===== src/rtl/rj_rx_pkg.sv =====
package rj_rx_pkg;

    typedef enum logic [1:0] {
        ST_OFF  = 2'd0,
        ST_SYNC = 2'd1,
        ST_RUN  = 2'd2
    } rx_state_t;

    localparam int unsigned SAMPLE_BITS = 24;

endpackage


===== src/rtl/rj_edge_detect.sv =====
module rj_edge_detect #(
    parameter int unsigned IN_STAGES = 1
) (
    input  logic clk,
    input  logic rst_n,
    input  logic bclk,
    input  logic wclk,
    input  logic sdin,
    output logic bit_rise,
    output logic ws_s,
    output logic sd_s
);
    localparam int unsigned LANES = 3;

    logic [LANES-1:0] stage [IN_STAGES];
    logic             bclk_last;
    logic [LANES-1:0] tail;

    always_ff @(posedge clk) begin
        if (!rst_n) begin
            for (int k = 0; k < int'(IN_STAGES); k++) stage[k] <= '0;
            bclk_last <= 1'b0;
        end else begin
            stage[0] <= {bclk, wclk, sdin};
            for (int k = 1; k < int'(IN_STAGES); k++) stage[k] <= stage[k-1];
            bclk_last <= stage[IN_STAGES-1][2];
        end
    end

    assign tail     = stage[IN_STAGES-1];
    assign bit_rise = tail[2] & ~bclk_last;
    assign ws_s     = tail[1];
    assign sd_s     = tail[0];

    // a rise needs a low sample first, so two rises never abut
    a_r10_rise_gap: assert property (@(posedge clk) disable iff (!rst_n)
        bit_rise |=> !bit_rise);

endmodule


===== src/rtl/rj_shift_track.sv =====
module rj_shift_track #(
    parameter int unsigned WORD_W = 24,
    parameter int unsigned CNT_W  = 6
) (
    input  logic              clk,
    input  logic              rst_n,
    input  logic              bit_rise,
    input  logic              ws_s,
    input  logic              sd_s,
    output logic [WORD_W-1:0] shreg,
    output logic [CNT_W-1:0]  bit_cnt,
    output logic              ws_prev,
    output logic              word_edge
);
    localparam logic [CNT_W-1:0] CNT_MAX = '1;

    assign word_edge = bit_rise && (ws_s != ws_prev);

    always_ff @(posedge clk) begin
        if (!rst_n) begin
            shreg   <= '0;
            bit_cnt <= '0;
            ws_prev <= 1'b0;
        end else if (bit_rise) begin
            shreg   <= {shreg[WORD_W-2:0], sd_s};
            ws_prev <= ws_s;
            if (ws_s != ws_prev)
                bit_cnt <= CNT_W'(1);
            else if (bit_cnt != CNT_MAX)
                bit_cnt <= bit_cnt + CNT_W'(1);
        end
    end

    // a new slot starts counting from its first bit
    a_r2_count_restart: assert property (@(posedge clk) disable iff (!rst_n)
        word_edge |=> (bit_cnt == CNT_W'(1)));

endmodule


===== src/rtl/rj_word_extract.sv =====
module rj_word_extract #(
    parameter int unsigned WORD_W = 24,
    parameter int unsigned CFG_W  = 6
) (
    input  logic [CFG_W-1:0]  cfg_width,
    input  logic [WORD_W-1:0] shreg,
    output logic [CFG_W-1:0]  eff_width,
    output logic [WORD_W-1:0] word
);
    localparam logic [CFG_W-1:0] WIDTH_CAP = CFG_W'(WORD_W);

    logic sign;

    always_comb begin
        eff_width = (cfg_width > WIDTH_CAP) ? WIDTH_CAP : cfg_width;
        sign = 1'b0;
        for (int i = 0; i < int'(WORD_W); i++)
            if (i == int'(eff_width) - 1) sign = shreg[i];
        for (int i = 0; i < int'(WORD_W); i++)
            word[i] = (i < int'(eff_width)) ? shreg[i] : sign;
    end

endmodule


===== src/rtl/rj_rx_top.sv =====
module rj_rx_top
    import rj_rx_pkg::*;
#(
    parameter int unsigned WORD_W    = SAMPLE_BITS,
    parameter int unsigned CFG_W     = 6,
    parameter int unsigned CNT_W     = 6,
    parameter int unsigned IN_STAGES = 1
) (
    input  logic              clk,
    input  logic              rst_n,
    input  logic              rj_mode,
    input  logic [CFG_W-1:0]  cfg_width,
    input  logic              bclk,
    input  logic              wclk,
    input  logic              sdin,
    output logic [WORD_W-1:0] sample_data,
    output logic              sample_right,
    output logic              sample_valid,
    output logic              slot_err
);
    rx_state_t         state, state_nx;
    logic              bit_rise, ws_s, sd_s;
    logic [WORD_W-1:0] shreg, word;
    logic [CNT_W-1:0]  bit_cnt;
    logic [CFG_W-1:0]  eff_width;
    logic              ws_prev, word_edge, slot_done, slot_full;

    rj_edge_detect #(.IN_STAGES(IN_STAGES)) u_edge (
        .clk(clk), .rst_n(rst_n), .bclk(bclk), .wclk(wclk), .sdin(sdin),
        .bit_rise(bit_rise), .ws_s(ws_s), .sd_s(sd_s)
    );

    rj_shift_track #(.WORD_W(WORD_W), .CNT_W(CNT_W)) u_track (
        .clk(clk), .rst_n(rst_n), .bit_rise(bit_rise), .ws_s(ws_s),
        .sd_s(sd_s), .shreg(shreg), .bit_cnt(bit_cnt), .ws_prev(ws_prev),
        .word_edge(word_edge)
    );

    rj_word_extract #(.WORD_W(WORD_W), .CFG_W(CFG_W)) u_extract (
        .cfg_width(cfg_width), .shreg(shreg), .eff_width(eff_width),
        .word(word)
    );

    // state register
    always_ff @(posedge clk) begin
        if (!rst_n) state <= ST_OFF;
        else        state <= state_nx;
    end

    always_comb begin
        state_nx = state;
        unique case (state)
            ST_OFF:  if (rj_mode) state_nx = ST_SYNC;
            ST_SYNC: if (!rj_mode) state_nx = ST_OFF;
                     else if (word_edge) state_nx = ST_RUN;
            ST_RUN:  if (!rj_mode) state_nx = ST_OFF;
            default: state_nx = ST_OFF;
        endcase
    end

    assign slot_done = (state == ST_RUN) && rj_mode && word_edge;
    assign slot_full = int'(bit_cnt) >= int'(eff_width);

    // output process
    always_ff @(posedge clk) begin
        if (!rst_n) begin
            sample_data  <= '0;
            sample_right <= 1'b0;
            sample_valid <= 1'b0;
            slot_err     <= 1'b0;
        end else begin
            sample_valid <= slot_done && slot_full;
            slot_err     <= slot_done && !slot_full;
            if (slot_done && slot_full) begin
                sample_data  <= word;
                sample_right <= ws_prev;
            end
        end
    end

    // the two strobes exclude each other
    a_r10_strobe_excl: assert property (@(posedge clk) disable iff (!rst_n)
        !(sample_valid && slot_err));
    // valid lasts one cycle
    a_r10_valid_pulse: assert property (@(posedge clk) disable iff (!rst_n)
        sample_valid |=> !sample_valid);
    // error lasts one cycle
    a_r7_err_pulse: assert property (@(posedge clk) disable iff (!rst_n)
        slot_err |=> !slot_err);
    // disabled receiver stays silent
    a_r9_off_quiet: assert property (@(posedge clk) disable iff (!rst_n)
        !rj_mode |=> !(sample_valid || slot_err));
    // zero width gives a zero sample
    a_r6_zero_word: assert property (@(posedge clk) disable iff (!rst_n)
        (sample_valid && $past(cfg_width) == '0) |-> (sample_data == '0));

endmodule


===== config.mk =====
export PLATFORM = sky130hd
export DESIGN_NAME = rj_rx_top
export DESIGN_NICKNAME = d
export VERILOG_FILES = /design/src/rtl/rj_rx_pkg.sv /design/src/rtl/rj_edge_detect.sv /design/src/rtl/rj_shift_track.sv /design/src/rtl/rj_word_extract.sv /design/src/rtl/rj_rx_top.sv
export SDC_FILE = /design/constraint.sdc
export NUM_CORES = 1
export LEC_CHECK = 0
export ABC_AREA = 1
export BUFFER_PORTS_ARGS = -buffer_cell sky130_fd_sc_hd__clkbuf_2
export CORE_AREA = 3 3 86 88
export DETAILED_ROUTE_END_ITERATION = 10
export DIE_AREA = 0 0 89 91
export MAX_ROUTING_LAYER = met4
export PLACE_DENSITY = 0.72
export SLEW_MARGIN = 20
export SYNTH_ARGS = -nofsm -noshare
export SYNTH_HDL_FRONTEND = slang
export SYNTH_SLANG_ARGS = --single-unit

===== constraint.sdc =====
create_clock -name clk -period 2.2 [get_ports clk]
set_input_delay 0 -clock clk [delete_from_list [all_inputs] [get_ports clk]]
set_output_delay 0 -clock clk [all_outputs]
set_load 0.05 [all_outputs]

### Word-level counts from Yosys, hierarchy flattened

Memories as Yosys holds them, arrays and structs flattened.
Index checks and enable logic that the tools add are counted.

* input port bits: 12
* register bits: 61
* output and inout port bits: 27
* memory bits (writable): 3
* logic and storage cells: 142
* memories: 1

* equal/unequal tests: 30
* reduce and logical (&&, ||, !) cells: 12
* order comparisons: 26
* bitwise operators: 2
* multiplexer cells: 60
* add/sub/neg operators: 2

Memory list
* u_edge.stage: words 1, bits a word 3, rd ports 1, clocked after memory_dff 0, write ports 1, line rj_edge_detect.sv:15 `logic [LANES-1:0] stage [IN_STAGES];`

Operators with widths (count)
* == test 5 x 32 -> 1 bit, first input constant: 8
* == test 6 x 32 -> 1 bit, first input constant: 8
* == test 4 x 32 -> 1 bit, first input constant: 4
* == test 3 x 32 -> 1 bit, first input constant: 2
* two-way mux 1 bit: 51
* < comparator 4 x 6 -> 1 bit, first input constant: 8
* < comparator 5 x 6 -> 1 bit, first input constant: 8
* == test 2 x 32 -> 1 bit, first input constant: 1
* zero test 32 bit: 1
* < comparator 3 x 6 -> 1 bit, first input constant: 4
* two-way mux 6 bit: 3
* < comparator 1 x 6 -> 1 bit, first input constant: 2
* < comparator 2 x 6 -> 1 bit, first input constant: 2
* two-way mux 2 bit: 4
* subtractor 6 x 1 -> 7 bit, second input constant: 1
* adder 6 x 1 -> 6 bit, second input constant: 1
* greater-or-equal comparator 6 bit: 1
* > comparator 6 x 5 -> 1 bit, second input constant: 1
* != test 6 bit, second input constant: 1
* case mux 2 bit (3 select lines): 1
* logical AND 1 bit: 5
* != test 2 bit, second input constant: 2
* two-way mux 3 bit: 1
* != test 3 bit, second input constant: 1
* other kinds (11): 11

### Longest topological paths before layout

Gate-level depths: netlist (run 1).

* word-level depth: 29
* gate-level depth with buffers: 21
* mapped depth without buffers: 21

### Modules after synthesis

A second synthesis (run 1) with hierarchy kept.

* cell total of the unflattened synthesis: 591
* area, all modules: 3957.5 µm²

By module, submodules not included
* rj_rx_top: area each 1522.7 µm², sequential area each 580.6 µm², instances 1, cells an instance 211
* rj_shift_track: area each 1276.2 µm², sequential area each 620.6 µm², instances 1, cells an instance 175
* rj_word_extract: area each 1041.0 µm², sequential area each 0.0 µm², instances 1, cells an instance 191
* rj_edge_detect: area each 117.6 µm², sequential area each 80.1 µm², instances 1, cells an instance 14

### Worst setup path after synthesis (run 1)

No wires, ideal clock.

* kind: input to register
* from: in cfg_width[3]
* to: reg sample_data[9]
* setup slack: 0.067 ns
* library setup time: 0.132 ns
* arrival: 2.001 ns
* required time: 2.068 ns
* buffers on the path: 1
* cell stages on the path: 14
* cells stage by stage: a21oi_4 -> a21oi_1 -> nor2_1 -> inv_1 -> ha_1 -> a21oi_1 -> o21bai_1 -> a221oi_1 -> o21bai_1 -> nand2_1 -> inv_1 -> clkbuf_1 -> o31ai_1 -> a21oi_1

* cells in the longest elaborated chain, start to end: 29
* elaborated cells on any way between the ends: 55
* those cells by class: add/sub: 1; order compare: 3; eq/ne: 23; mux: 26; reduce/logical: 2

RTL lines
* start: declaration: line rj_rx_top.sv:12 `input logic [CFG_W-1:0] cfg_width,`
* > comparator 6 x 5 -> 1 bit: line rj_word_extract.sv:15 `eff_width = (cfg_width > WIDTH_CAP) ? WIDTH_CAP : cfg_width;`
* two-way mux 6 bit (*): line rj_word_extract.sv:15
* subtractor 6 x 1 -> 7 bit: line rj_word_extract.sv:18 `if (i == int'(eff_width) - 1) sign = shreg[i];`
* zero test 32 bit: line rj_word_extract.sv:18
* two-way mux 1 bit (24 in a row): line rj_word_extract.sv:18
* two-way mux 1 bit: line rj_word_extract.sv:20 `word[i] = (i < int'(eff_width)) ? shreg[i] : sign;`
* end signal: assignment: line rj_rx_top.sv:75 `sample_data <= word;`
* end: declaration: line rj_rx_top.sv:16 `output logic [WORD_W-1:0] sample_data,`

Mark *: on every way between the ends. The rest lies on a longest branch, timed or not.
A chain may end at the register's enable or synchronous reset.

### Worst setup path after layout (run 1)

* from: in cfg_width[4]
* to: reg sample_data[21]

Same word-level chain as after synthesis.

==> flow_summary_export.csv, run 1 <==
group,metric,value,unit
status,status,"finished clean",
yosys,yosys_warnings,0,
yosys,netlist-cell-type-count,38,
min_path,holdCritPathClass,"input pin to flop",
layout,drive_gt1_share,25.2,%
route,route.detailed.wl_per_inst,14.1,um
power_and_ir_drop,cellInternalPower,1.76,mW
timing,final.period_utilization,94.4,%
timing,setup_viol,0,
route,antenna_violating_nets_post_route,0,
global_routing,grtUsageTotal,23.9,%
clock_network,clock_insertion_delay_worst_skew,350,ps
power_and_ir_drop,pwr-share-clk,35.0,%
timing,finalWorstSetupSlack,123,ps
yosys,synth_top_area_cell,"sky130_fd_sc_hd__dfxtp_1",
worst_setup_path,worst-setup-path-type,"input pin to flop",
layout,final_cell_area,4210,um2
clock_network,cts_made_buffers,9,
timing,drv_slew,0,
die,start_util,48.9,%
global_routing,antenna_violations_before_repair,0,
power_and_ir_drop,seq_power_share,49.8,%
power_and_ir_drop,static-leakage-power,1.93,nW
place,post-dp-hpwl,6.83,mm
die,boundaryPins,39,
power_and_ir_drop,switching_power,0.687,mW
global_routing,grt_remaining_overflow,0,
place,place_congestion,0.942,
power_and_ir_drop,totalPowerFinal,2.45,mW
yosys,syn-num-nets,495,
worst_setup_path,critical_path.cell_chain,"clkbuf_2 -> a21oi_4 -> nand2_4 -> inv_4 -> nor2_4 -> buf_4 -> nor3_2 -> nand3_1 -> nor2_2 -> nor2_4 -> nand3_1 -> nand2_2 -> nand3_1 -> nand2_2 -> nand3_2 -> nand2_2 -> nand4_1 -> nand2_2 -> nand3_1 -> nand2_1 -> a21oi_1",
timing,timing.clock.skew,11.2,ps
die,row_count,30,
worst_setup_path,worstPathArrival,2340,ps
layout,layout-area-overhead-vs-synth,27.9,%
clock_network,cts_tree,"built",
yosys,syn-instance-count,477,
timing,final_period_minus_worst_setup_slack,2080,ps
yosys,synthesis.area,3290,um2
yosys,synth_enable_flop_cells,0,
job,drv.max_cap_violation_count,0,
route,first_pass_iteration_count_of_the_detailed_router,4,
worst_setup_path,timing.critical_path.to_type,"flop",
worst_setup_path,timing.critical_path.required,2460,ps
power_and_ir_drop,swShare,28.0,%
route,routed_wl,9.21,mm
yosys,yosys_most_used_dff,"sky130_fd_sc_hd__dfxtp_1",
clock_network,cts.htree.levels,3,
die,chipHeight,91,um
die,dieArea,8100,um2
route,drtIter0Drc,139,
die,die_w,89,um
global_routing,largest_net_degree_at_the_start_of_global_routing,36,
worst_setup_path,worst_path_max_delay_cell,"sky130_fd_sc_hd__a21oi_4",
power_and_ir_drop,ir_drop,0.445,mV
clock_network,clock_path_buffers,2,
die,floorplan.core_area,6720,um2
place,dpl.cell_count,625,
power_and_ir_drop,combPwrFrac,15.3,%
timing,timing_worst_slew_pin_value,925,ps
route,drc,0,
yosys,synth.avg_cell_area,6.89,um2
route,post_drt_via_cell_ratio,5.24,
worst_setup_path,critPathMaxStageDelay,330,ps
timing,headroom_to_the_max_slew_limit,38.3,%
yosys,synth_async_sr_flop_share,0,%
yosys,synth_seq_area_share,39.0,%
place,placed_cell_area,3870,um2
global_routing,global_route_wire_length_before_repair,14.8,mm
layout,layoutNonFillerInstCount,652,
yosys,netlist_top_cells_count,"sky130_fd_sc_hd__nand2_1 (85), sky130_fd_sc_hd__dfxtp_1 (64), sky130_fd_sc_hd__inv_1 (63)",
yosys,yosysMostFrequentCell,"sky130_fd_sc_hd__nand2_1",
clock_network,clkSlewWorstSetupHoldPaths,70,ps
power_and_ir_drop,p_per_area,583,nW/um2
worst_setup_path,critical_path.max_fanout,8,
clock_network,tritoncts_num_sinks,64,
worst_setup_path,start_kind,"input pin",
layout,finalNetCount,587,
yosys,area_contributors_post_synth,"sky130_fd_sc_hd__dfxtp_1 (39%), sky130_fd_sc_hd__nand2_1 (9.7%), sky130_fd_sc_hd__a21oi_1 (8.1%), sky130_fd_sc_hd__inv_1 (7.2%), sky130_fd_sc_hd__o21ai_0 (6.9%)",
place,place_ws,-237,ps
route,overall_via_count_from_detail_route,3417,
timing,rsz0062_at_grt,"true",
global_routing,grt_pass1_vias,3118,
place,io_buffer_count,38,
timing,timing.final.hold_violations,0,
yosys,synth.ff_latch_count,64,
clock_network,clockRootBuffer,"sky130_fd_sc_hd__clkbuf_8",
timing,minimum_hold_slack,151,ps
yosys,synth_top_area_share,39.0,%
layout,diodes,0,
timing,fin_tns_setup,0,ps
layout,layout.core_utilization,62.6,%
timing,highest_attainable_clock_frequency,481,MHz
[kinds of logic (layout without fill, tap and decap cells)]
group | count (synthesis) | after routing | synth area share [%]
fa+ha+maj | 6 | 6 | 2.28
simple gates | 202 | 202 | 28.6
other cells | 1 | 1 | 0.114
compound gates | 118 | 118 | 19.7
xor+xnor | 2 | 2 | 0.533
buf+inv | 84 | 179 | 9.78
flops | 64 | 64 | 39.0
[sequential cells by signal, indices dropped and copies added, names as in the netlist, 2 cells and up]
name and count:
u_track.bit_cnt 6, u_track.shreg 24, sample_data 24, u_edge.stage 3, state 2
[layout make-up]
cell class              count  area (um2)
repair buffers             97         659
well taps                  80         100
inverters                  68         260
clock buffers              10         138
clock inverters             4        22.5
multi-input cells         329        1740
fillers                   642        2510
flip-flops and latches     64        1280
[per-layer routing]
metal  routed length, um  vias to the layer above  global-route usage [%]  share of wire (%)
met4                 257                        0                    10.4                2.8
met5                   0                        -                       -                  0
li1                    -                     1760                       -                  -
met2                4450                       90                    37.7                 48
met3                 347                       21                    3.45                3.8
met1                4150                     1546                    30.3                 45
[power groups by stage]
| stage | registers, mW | clock network (mW) | logic [mW] |
|---|---|---|---|
| after detailed placement | 1.24 | 0 | 0.340 |
| after global placement | 1.24 | 0 | 0.336 |
| after floorplan | 1.24 | 0 | 0.204 |
| after CTS | 1.22 | 0.876 | 0.346 |
| after global routing | 1.22 | 0.914 | 0.418 |
| final | 1.22 | 0.857 | 0.375 |
[repair_timing]
| item | in CTS | in global routing |
|---|---|---|
| setup endpoints to repair | 0 | 25 |
| hold endpoints to repair | 5 | 0 |
| gates resized for setup | 0 | 19 |
| setup buffers | 0 | 9 |
| hold buffers | 4 | 0 |
[placed cells by master, fill, tap and decap left out, drive strengths merged, types with 2 or more instances in the layout]
cell type	netlist	routed
nor3	6	6
o21bai	2	2
clkinv	3	5
inv	65	66
nor2	56	56
o211ai	5	5
a21oi	54	54
buf	2	56
a211oi	4	4
clkbuf	14	47
dlygate4sd3	0	4
a31oi	2	2
nand2	93	93
dfxtp	64	64
o21ai	46	46
nand4	13	13
ha	6	6
nand3	32	32
and3	2	2
[worst paths after layout]
check,startpoint,end,slack [ps],cells past startpoint
worst max-delay path,cfg_width[4],sample_data[21]$_SDFFE_PN0P_,120,21
worst min register to register,u_edge.stage[0][2]$_SDFF_PN0_,u_edge.bclk_last$_SDFF_PN0_,420,2
worst max register to register,u_track.bit_cnt[0]$_SDFFE_PN0P_,sample_data[8]$_SDFFE_PN0P_,200,13
worst min-delay path,rst_n,u_edge.stage[0][2]$_SDFF_PN0_,150,4
[worst max-delay path: cells and delay by family]
kind | cells | cell delay [ps]
buffers and inverters | 3 | 380
AND/OR/NAND/NOR | 16 | 1520
AO/OA/AOI/OAI | 2 | 440
Note: power is estimated with default switching activity, not from simulation.
==> inputs of run 2 (changes only) <==
Settings changed: BUFFER_PORTS_ARGS -buffer_cell sky130_fd_sc_hd__clkbuf_2 to unset, DONT_BUFFER_PORTS set to 1, PLACE_DENSITY 0.72 to 0.67.
==> run 2 against run 1 <==
  * Cell area fell by 11%
  * Power rose by 3.2%
  * Cell count fell by 11%
  * Count of clock-buffer cells in the layout did not move
  * Worst hold slack got worse by 38 ps
  * Sequential share of layout area rose by 3.7 points
  * First-iteration DRC count fell by 17%
  * Clock power rose by 18%
  * Routed wire length fell by 4.5%
  * Register-to-register slack barely moved
  * Largest power group unchanged
==> flow_summary_export.csv, run 2 (synthesis results as in run 1) <==
group,metric,value,unit
route,antenna_violating_nets_post_route,0,
place,post-dp-hpwl,6.41,mm
route,first_pass_iteration_count_of_the_detailed_router,4,
timing,rsz0062_at_grt,"false",
layout,layout_common_cells,"sky130_fd_sc_hd__nand2_1 (85), sky130_fd_sc_hd__dfxtp_1 (63), sky130_fd_sc_hd__inv_1 (61), sky130_fd_sc_hd__a21oi_1 (53)",
timing,timing.final.hold_violations,0,
global_routing,grt_pass1_vias,2939,
timing,drv_slew,0,
job,drv.max_cap_violation_count,0,
status,status,"finished clean",
worst_setup_path,critical_path.max_fanout,26,
clock_network,tritoncts_num_sinks,64,
timing,timing.clock.skew,13.3,ps
timing,minimum_hold_slack,114,ps
route,drtIter0Drc,116,
place,place_congestion,0.948,
clock_network,clock_path_buffers,2,
die,chipHeight,91,um
worst_setup_path,worst_path_max_delay_cell,"sky130_fd_sc_hd__dfxtp_1",
die,boundaryPins,39,
layout,layout_commonest_cell,"sky130_fd_sc_hd__nand2_1",
global_routing,grtUsageTotal,23.0,%
route,wirelength_met1,3.85,mm
clock_network,clockRootBuffer,"sky130_fd_sc_hd__clkbuf_8",
route,route.detailed.wl_per_inst,15.1,um
timing,headroom_to_the_max_slew_limit,36.5,%
die,die_w,89,um
global_routing,global_route_wire_length_before_repair,14.2,mm
layout,fill_cells,669,
route,post_drt_via_cell_ratio,5.35,
clock_network,clkSlewWorstSetupHoldPaths,70,ps
worst_setup_path,timing.critical_path.to_type,"flop",
worst_setup_path,critical_path.cell_chain,"inv_1 -> ha_1 -> inv_1 -> nand2_1 -> a21oi_1 -> o21bai_1 -> a221oi_2 -> o21bai_1 -> nand2_1 -> buf_8 -> nor2_1 -> nand2_1 -> a21oi_1",
die,row_count,30,
route,drc,0,
route,overall_via_count_from_detail_route,3120,
clock_network,cts_tree,"built",
place,io_buffer_count,0,
timing,final_period_minus_worst_setup_slack,2000,ps
layout,drive_gt1_share,13.5,%
layout,reg_top3,"sample_data x24, u_track.shreg x24, u_track.bit_cnt x6",
clock_network,cts_made_buffers,9,
timing,final.period_utilization,90.9,%
power_and_ir_drop,static-leakage-power,1.60,nW
route,met2WireLength,4.34,mm
global_routing,antenna_violations_before_repair,0,
worst_setup_path,critPathMaxStageDelay,330,ps
power_and_ir_drop,p_per_area,673,nW/um2
timing,setup_viol,0,
layout,layout-area-overhead-vs-synth,14.4,%
layout,diodes,0,
worst_setup_path,start_kind,"flop",
route,routed_wl,8.79,mm
timing,highest_attainable_clock_frequency,500,MHz
clock_network,cts.htree.levels,3,
global_routing,grt_remaining_overflow,0,
die,floorplan.core_area,6720,um2
worst_setup_path,worstPathArrival,2180,ps
clock_network,clock_insertion_delay_worst_skew,340,ps
power_and_ir_drop,totalPowerFinal,2.53,mW
layout,layout.core_utilization,55.9,%
power_and_ir_drop,ir_drop,0.520,mV
timing,timing_worst_slew_pin_value,951,ps
die,dieArea,8100,um2
layout,finalNetCount,516,
min_path,holdCritPathClass,"input pin to flop",
route,top_signal_layer_used,"met4",
timing,fin_tns_setup,0,ps
worst_setup_path,timing.critical_path.required,2390,ps
die,start_util,48.9,%
worst_setup_path,critPathMostFrequentCell,"sky130_fd_sc_hd__nand2_1",
global_routing,largest_net_degree_at_the_start_of_global_routing,36,
route,met3_wirelength,454,um
worst_setup_path,worst-setup-path-type,"flop to flop",
-- run 2: cell count changes in the layout (fill, tap and decap cells not counted), moves of 2 or more --
cell	previous run	this run
sky130_fd_sc_hd__nor2_2	8	6
sky130_fd_sc_hd__nand3_2	4	2
sky130_fd_sc_hd__nor2_1	42	45
sky130_fd_sc_hd__clkbuf_2	37	0
sky130_fd_sc_hd__clkinv_4	0	2
sky130_fd_sc_hd__nand3_1	28	30
sky130_fd_sc_hd__buf_4	53	19
sky130_fd_sc_hd__o21ai_0	43	45
-- run 2: layout make-up --
class	count	area, um2	area share, %
Clock buffer	10	128	3.40
Multi-Input combinational cell	329	1710	45.4
Tap cell	80	100	2.66
Timing Repair Buffer	26	214	5.69
Sequential cell	64	1280	34.1
Inverter	68	259	6.89
Clock inverter	6	68.8	1.83
-- run 2: path summary, 6_finish.rpt --
path,from,endpoint,slack (ps),depth (start not counted)
worst min-delay path,cfg_width[4],sample_data[7]$_SDFFE_PN0P_,110,4
worst min register to register,u_edge.stage[0][2]$_SDFF_PN0_,u_edge.bclk_last$_SDFF_PN0_,430,2
worst max-delay path,u_track.bit_cnt[0]$_SDFFE_PN0P_,sample_data[23]$_SDFFE_PN0P_,200,13
worst max register to register,u_track.bit_cnt[0]$_SDFFE_PN0P_,sample_data[23]$_SDFFE_PN0P_,200,13
-- run 2: critical path: cells and delay by family, from the launching register on --
family | cells | cell delay (ps)
AOI/OAI and AO/OA | 5 | 570
and+or+nand+nor | 4 | 350
DFF | 1 | 330
buffers and inverters | 3 | 320
adders and majority gates | 1 | 280
-- run 2: repair_timing --
item	4_1_cts	5_1_grt
buffers inserted	0	2
endpoints found under the hold margin	36	0
endpoints found under the setup margin	0	20
gates resized for setup	0	10
hold buffers	5	0
-- run 2: through the flow --
step	setup slack, ps	area, um2	instances
after floorplan	67.2	3290	477
after global placement	-73.8	3470	560
after detailed placement	-94.1	3470	560
after CTS	110	3710	581
after global routing	1.88	3760	583
final	201	3760	583
-- run 2: routing by layer --
metal | up-vias | GRT usage (%)
met4 | 0 | 5.83
li1 | 1617 | -
met3 | 9 | 4.72
met2 | 76 | 38.3
met5 | - | -
met1 | 1418 | 28.2
-- run 2: power by group --
group / internal, mW / switching, mW / total (mW)
Combinational: 0.102 / 0.195 / 0.297
Sequential: 1.19 / 0.0260 / 1.22
Clock: 0.529 / 0.482 / 1.01
Total: 1.83 / 0.703 / 2.53
==> inputs of run 3 (changes only) <==
Settings changed: ABC_AREA 1 to unset, CORE_AREA 3 3 86 88 to 3 3 88 90, DIE_AREA 0 0 89 91 to 0 0 91 93.
==> run 3 against run 2 <==
  * Largest cell class unchanged
  * Sequential power decreased by 4%
  * Combinational power decreased by 17%
  * Count of clock-buffer cells in the layout increased by 1
  * Cell count decreased by 5.1%
  * Via count increased by 8.2%
  * Cell area increased by 9.1%
  * Utilization increased by 1.5 points
  * Global-route usage increased by 1.9 points
  * Synthesized cell count decreased by 10%
  * First-iteration DRC count increased to 3.4 times the previous value
==> flow_summary_export.csv, run 3 <==
group,metric,value,unit
yosys,yosys_most_used_dff,"sky130_fd_sc_hd__dfxtp_1",
clock_network,cts_tree,"built",
yosys,netlist-cell-type-count,65,
worst_setup_path,timing.critical_path.required,2450,ps
timing,final_period_minus_worst_setup_slack,2100,ps
clock_network,cts_made_buffers,9,
layout,layout_commonest_cell,"sky130_fd_sc_hd__nand2_1",
power_and_ir_drop,pwr-share-clk,41.1,%
die,row_count,31,
yosys,synth_top_area_cell,"sky130_fd_sc_hd__dfxtp_1",
yosys,synth_async_sr_flop_share,0,%
min_path,hold_path.startpoint,"cfg_width[0]",
layout,layout_common_cells,"sky130_fd_sc_hd__nand2_1 (82), sky130_fd_sc_hd__dfxtp_1 (62), sky130_fd_sc_hd__a21oi_1 (47), sky130_fd_sc_hd__buf_4 (26), sky130_fd_sc_hd__nand3_1 (18)",
power_and_ir_drop,swShare,25.0,%
min_path,worst_hold_path.endpoint,"sample_data[14]$_SDFFE_PN0P_",
route,route.detailed.wl_per_inst,18.6,um
power_and_ir_drop,combPwrFrac,10.2,%
layout,multi_input_area,2110,um2
clock_network,cts.htree.levels,3,
timing,timing.clock.skew,8.94,ps
power_and_ir_drop,ir_drop,0.244,mV
yosys,syn-instance-count,428,
timing,setup_viol,0,
route,first_pass_iteration_count_of_the_detailed_router,6,
global_routing,grt_pass1_vias,3121,
yosys,syn-num-nets,446,
clock_network,clkSlewWorstSetupHoldPaths,70,ps
yosys,synthesis.area,3510,um2
timing,drv_slew,0,
worst_setup_path,worst_r2r_path_depth,11,
global_routing,antenna_violations_before_repair,0,
yosys,synth.avg_cell_area,8.19,um2
route,overall_via_count_from_detail_route,3377,
layout,layout.core_utilization,57.5,%
die,chipHeight,93,um
yosys,synth_enable_flop_cells,0,
clock_network,clockRootBuffer,"sky130_fd_sc_hd__clkbuf_8",
worst_setup_path,worst-setup-path-type,"flop to flop",
clock_network,clock_insertion_delay_worst_skew,340,ps
global_routing,grtUsageTotal,25.0,%
layout,fill_cells,674,
layout,layout-area-overhead-vs-synth,17.0,%
power_and_ir_drop,cellInternalPower,1.80,mW
layout,drive_gt1_share,19.4,%
worst_setup_path,regToRegSetupSlack,100,ps
layout,finalNetCount,468,
yosys,synth_seq_area_share,36.5,%
place,place_congestion,0.980,
power_and_ir_drop,switching_power,0.603,mW
yosys,netlist_top_cells_count,"sky130_fd_sc_hd__nand2_1 (82), sky130_fd_sc_hd__dfxtp_1 (64), sky130_fd_sc_hd__a21oi_1 (48)",
worst_setup_path,timing.rr.end,"sample_data[19]$_SDFFE_PN0P_",
min_path,holdCritPathClass,"input pin to flop",
power_and_ir_drop,totalPowerFinal,2.41,mW
clock_network,clock_path_buffers,2,
place,io_buffer_count,0,
timing,timing.final.hold_violations,0,
clock_network,tritoncts_num_sinks,64,
global_routing,largest_net_degree_at_the_start_of_global_routing,41,
global_routing,global_route_wire_length_before_repair,16.2,mm
route,drtIter0Drc,395,
die,start_util,49.1,%
status,status,"finished clean",
place,post-dp-hpwl,6.44,mm
worst_setup_path,worstPathArrival,2350,ps
power_and_ir_drop,static-leakage-power,1.42,nW
yosys,yosysMostFrequentCell,"sky130_fd_sc_hd__nand2_1",
yosys,synth_top_area_share,36.5,%
power_and_ir_drop,seq_power_share,48.7,%
worst_setup_path,worst_r2r_startpoint,"u_track.bit_cnt[0]$_SDFFE_PN0P_",
route,routed_wl,10.3,mm
global_routing,grt_remaining_overflow,0,
timing,timing_worst_slew_pin_value,694,ps
timing,headroom_to_the_max_slew_limit,53.4,%
die,floorplan.core_area,7140,um2
layout,reg_top3,"sample_data x24, u_track.shreg x24, u_track.bit_cnt x6",
job,drv.max_cap_violation_count,0,
route,antenna_violating_nets_post_route,0,
power_and_ir_drop,p_per_area,587,nW/um2
die,die_w,91,um
timing,highest_attainable_clock_frequency,476,MHz
timing,final.period_utilization,95.5,%
timing,rsz0062_at_grt,"true",
yosys,area_contributors_post_synth,"sky130_fd_sc_hd__dfxtp_1 (37%), sky130_fd_sc_hd__nand2_1 (8.8%), sky130_fd_sc_hd__a21oi_1 (6.9%), sky130_fd_sc_hd__mux2i_1 (2.9%), sky130_fd_sc_hd__nand3_1 (2.6%)",
route,post_drt_via_cell_ratio,6.11,
yosys,synth.ff_latch_count,64,
die,dieArea,8460,um2
min_path,holdPathStages,3,
layout,area.sequential,1280,um2
die,boundaryPins,39,
worst_setup_path,start_kind,"flop",
worst_setup_path,critical_path.max_fanout,5,
route,drc,0,
yosys,yosys_warnings,0,
layout,diodes,0,
worst_setup_path,timing.critical_path.to_type,"flop",
==> run 3: critical path, stage by stage (launching register included) <==
cell and delay (ps):
sky130_fd_sc_hd__dfxtp_2 330, sky130_fd_sc_hd__inv_2 80, sky130_fd_sc_hd__ha_4 190, sky130_fd_sc_hd__nand2b_4 140, sky130_fd_sc_hd__a2111oi_4 390, sky130_fd_sc_hd__o31ai_4 120, sky130_fd_sc_hd__buf_4 160, sky130_fd_sc_hd__buf_4 150
sky130_fd_sc_hd__buf_4 160, sky130_fd_sc_hd__a21oi_1 160, sky130_fd_sc_hd__a41oi_2 50, sky130_fd_sc_hd__o31ai_2 80
==> run 3: power groups by stage <==
stage | combinational (mW) | sequential, mW | clock [mW]
finish | 0.246 | 1.17 | 0.988
CTS | 0.227 | 1.17 | 1.00
detailed placement | 0.187 | 1.20 | 0
floorplan | 0.182 | 1.20 | 0
global route | 0.269 | 1.17 | 1.06
global placement | 0.183 | 1.20 | 0
==> run 3: how the worst max path moves through the flow <==
| stage | cells after the start | start | slack, ps | end |
|---|---|---|---|---|
| floorplan | 11 | cfg_width[4] | 3 | sample_data[6]$_SDFFE_PN0P_ |
| global placement | 8 | u_track.bit_cnt[0]$_SDFFE_PN0P_ | 40 | sample_data[11]$_SDFFE_PN0P_ |
| detailed placement | 8 | u_track.bit_cnt[0]$_SDFFE_PN0P_ | -70 | sample_data[17]$_SDFFE_PN0P_ |
| CTS | 8 | u_track.bit_cnt[0]$_SDFFE_PN0P_ | 10 | sample_data[4]$_SDFFE_PN0P_ |
| global route | 6 | u_track.ws_prev$_SDFFE_PN0P_ | -10 | slot_err$_SDFF_PN0_ |
| finish | 11 | u_track.bit_cnt[0]$_SDFFE_PN0P_ | 100 | sample_data[19]$_SDFFE_PN0P_ |
==> run 3: cells by family after synthesis <==
group,count (synthesis),share of synthesized area (%)
muxes,13,4.14
buffers and inverters,44,6.67
other,1,0.107
adders and majority gates,6,2.14
xor gates and xnor gates,4,0.999
DFF,64,36.5
and+or+nand+nor,176,24.8
AOI/OAI and AO/OA,120,24.6
==> run 3: through the flow <==
step / setup TNS, ps / hold slack (ps) / setup WS (ps) / instances / instance area [um2]
global placement: 0 / 128 / 35.7 / 512 / 3580
CTS: 0 / 7.36 / 11.0 / 542 / 3930
finish: 0 / 14.4 / 99.9 / 553 / 4100
global route: -13.6 / 19.7 / -9.85 / 553 / 4100
detailed placement: -538 / 130 / -70.6 / 512 / 3580
floorplan: 0 / 127 / 2.85 / 428 / 3510
==> run 3: final cells by class <==
| class | count | share of cell area (%) |
|---|---|---|
| clock buffer | 11 | 3.45 |
| sequential | 64 | 31.3 |
| clock inverter | 4 | 1.10 |
| tap | 99 | 3.02 |
| multi-input combinational | 323 | 51.4 |
| inverter | 11 | 1.01 |
| timing repair buffer | 41 | 8.73 |
==> run 3: what timing repair did <==
| action | in CTS | in global routing |
|---|---|---|
| hold buffers | 13 | 0 |
| cloned | 1 | 2 |
| endpoints found under the hold margin | 34 | 0 |
| endpoints found under the setup margin | 19 | 25 |
| resized for setup | 1 | 16 |
| pin swaps | 3 | 4 |
| buffers inserted | 1 | 9 |
==> run 3: metal layers <==
| metal | global-route usage [%] | vias up | routed length [um] |
|---|---|---|---|
| li1 | - | 1585 | - |
| met1 | 32.4 | 1598 | 4320 |
| met2 | 38.0 | 165 | 4720 |
| met3 | 4.34 | 29 | 937 |
| met4 | 11.7 | 0 | 333 |
| met5 | - | - | 0 |
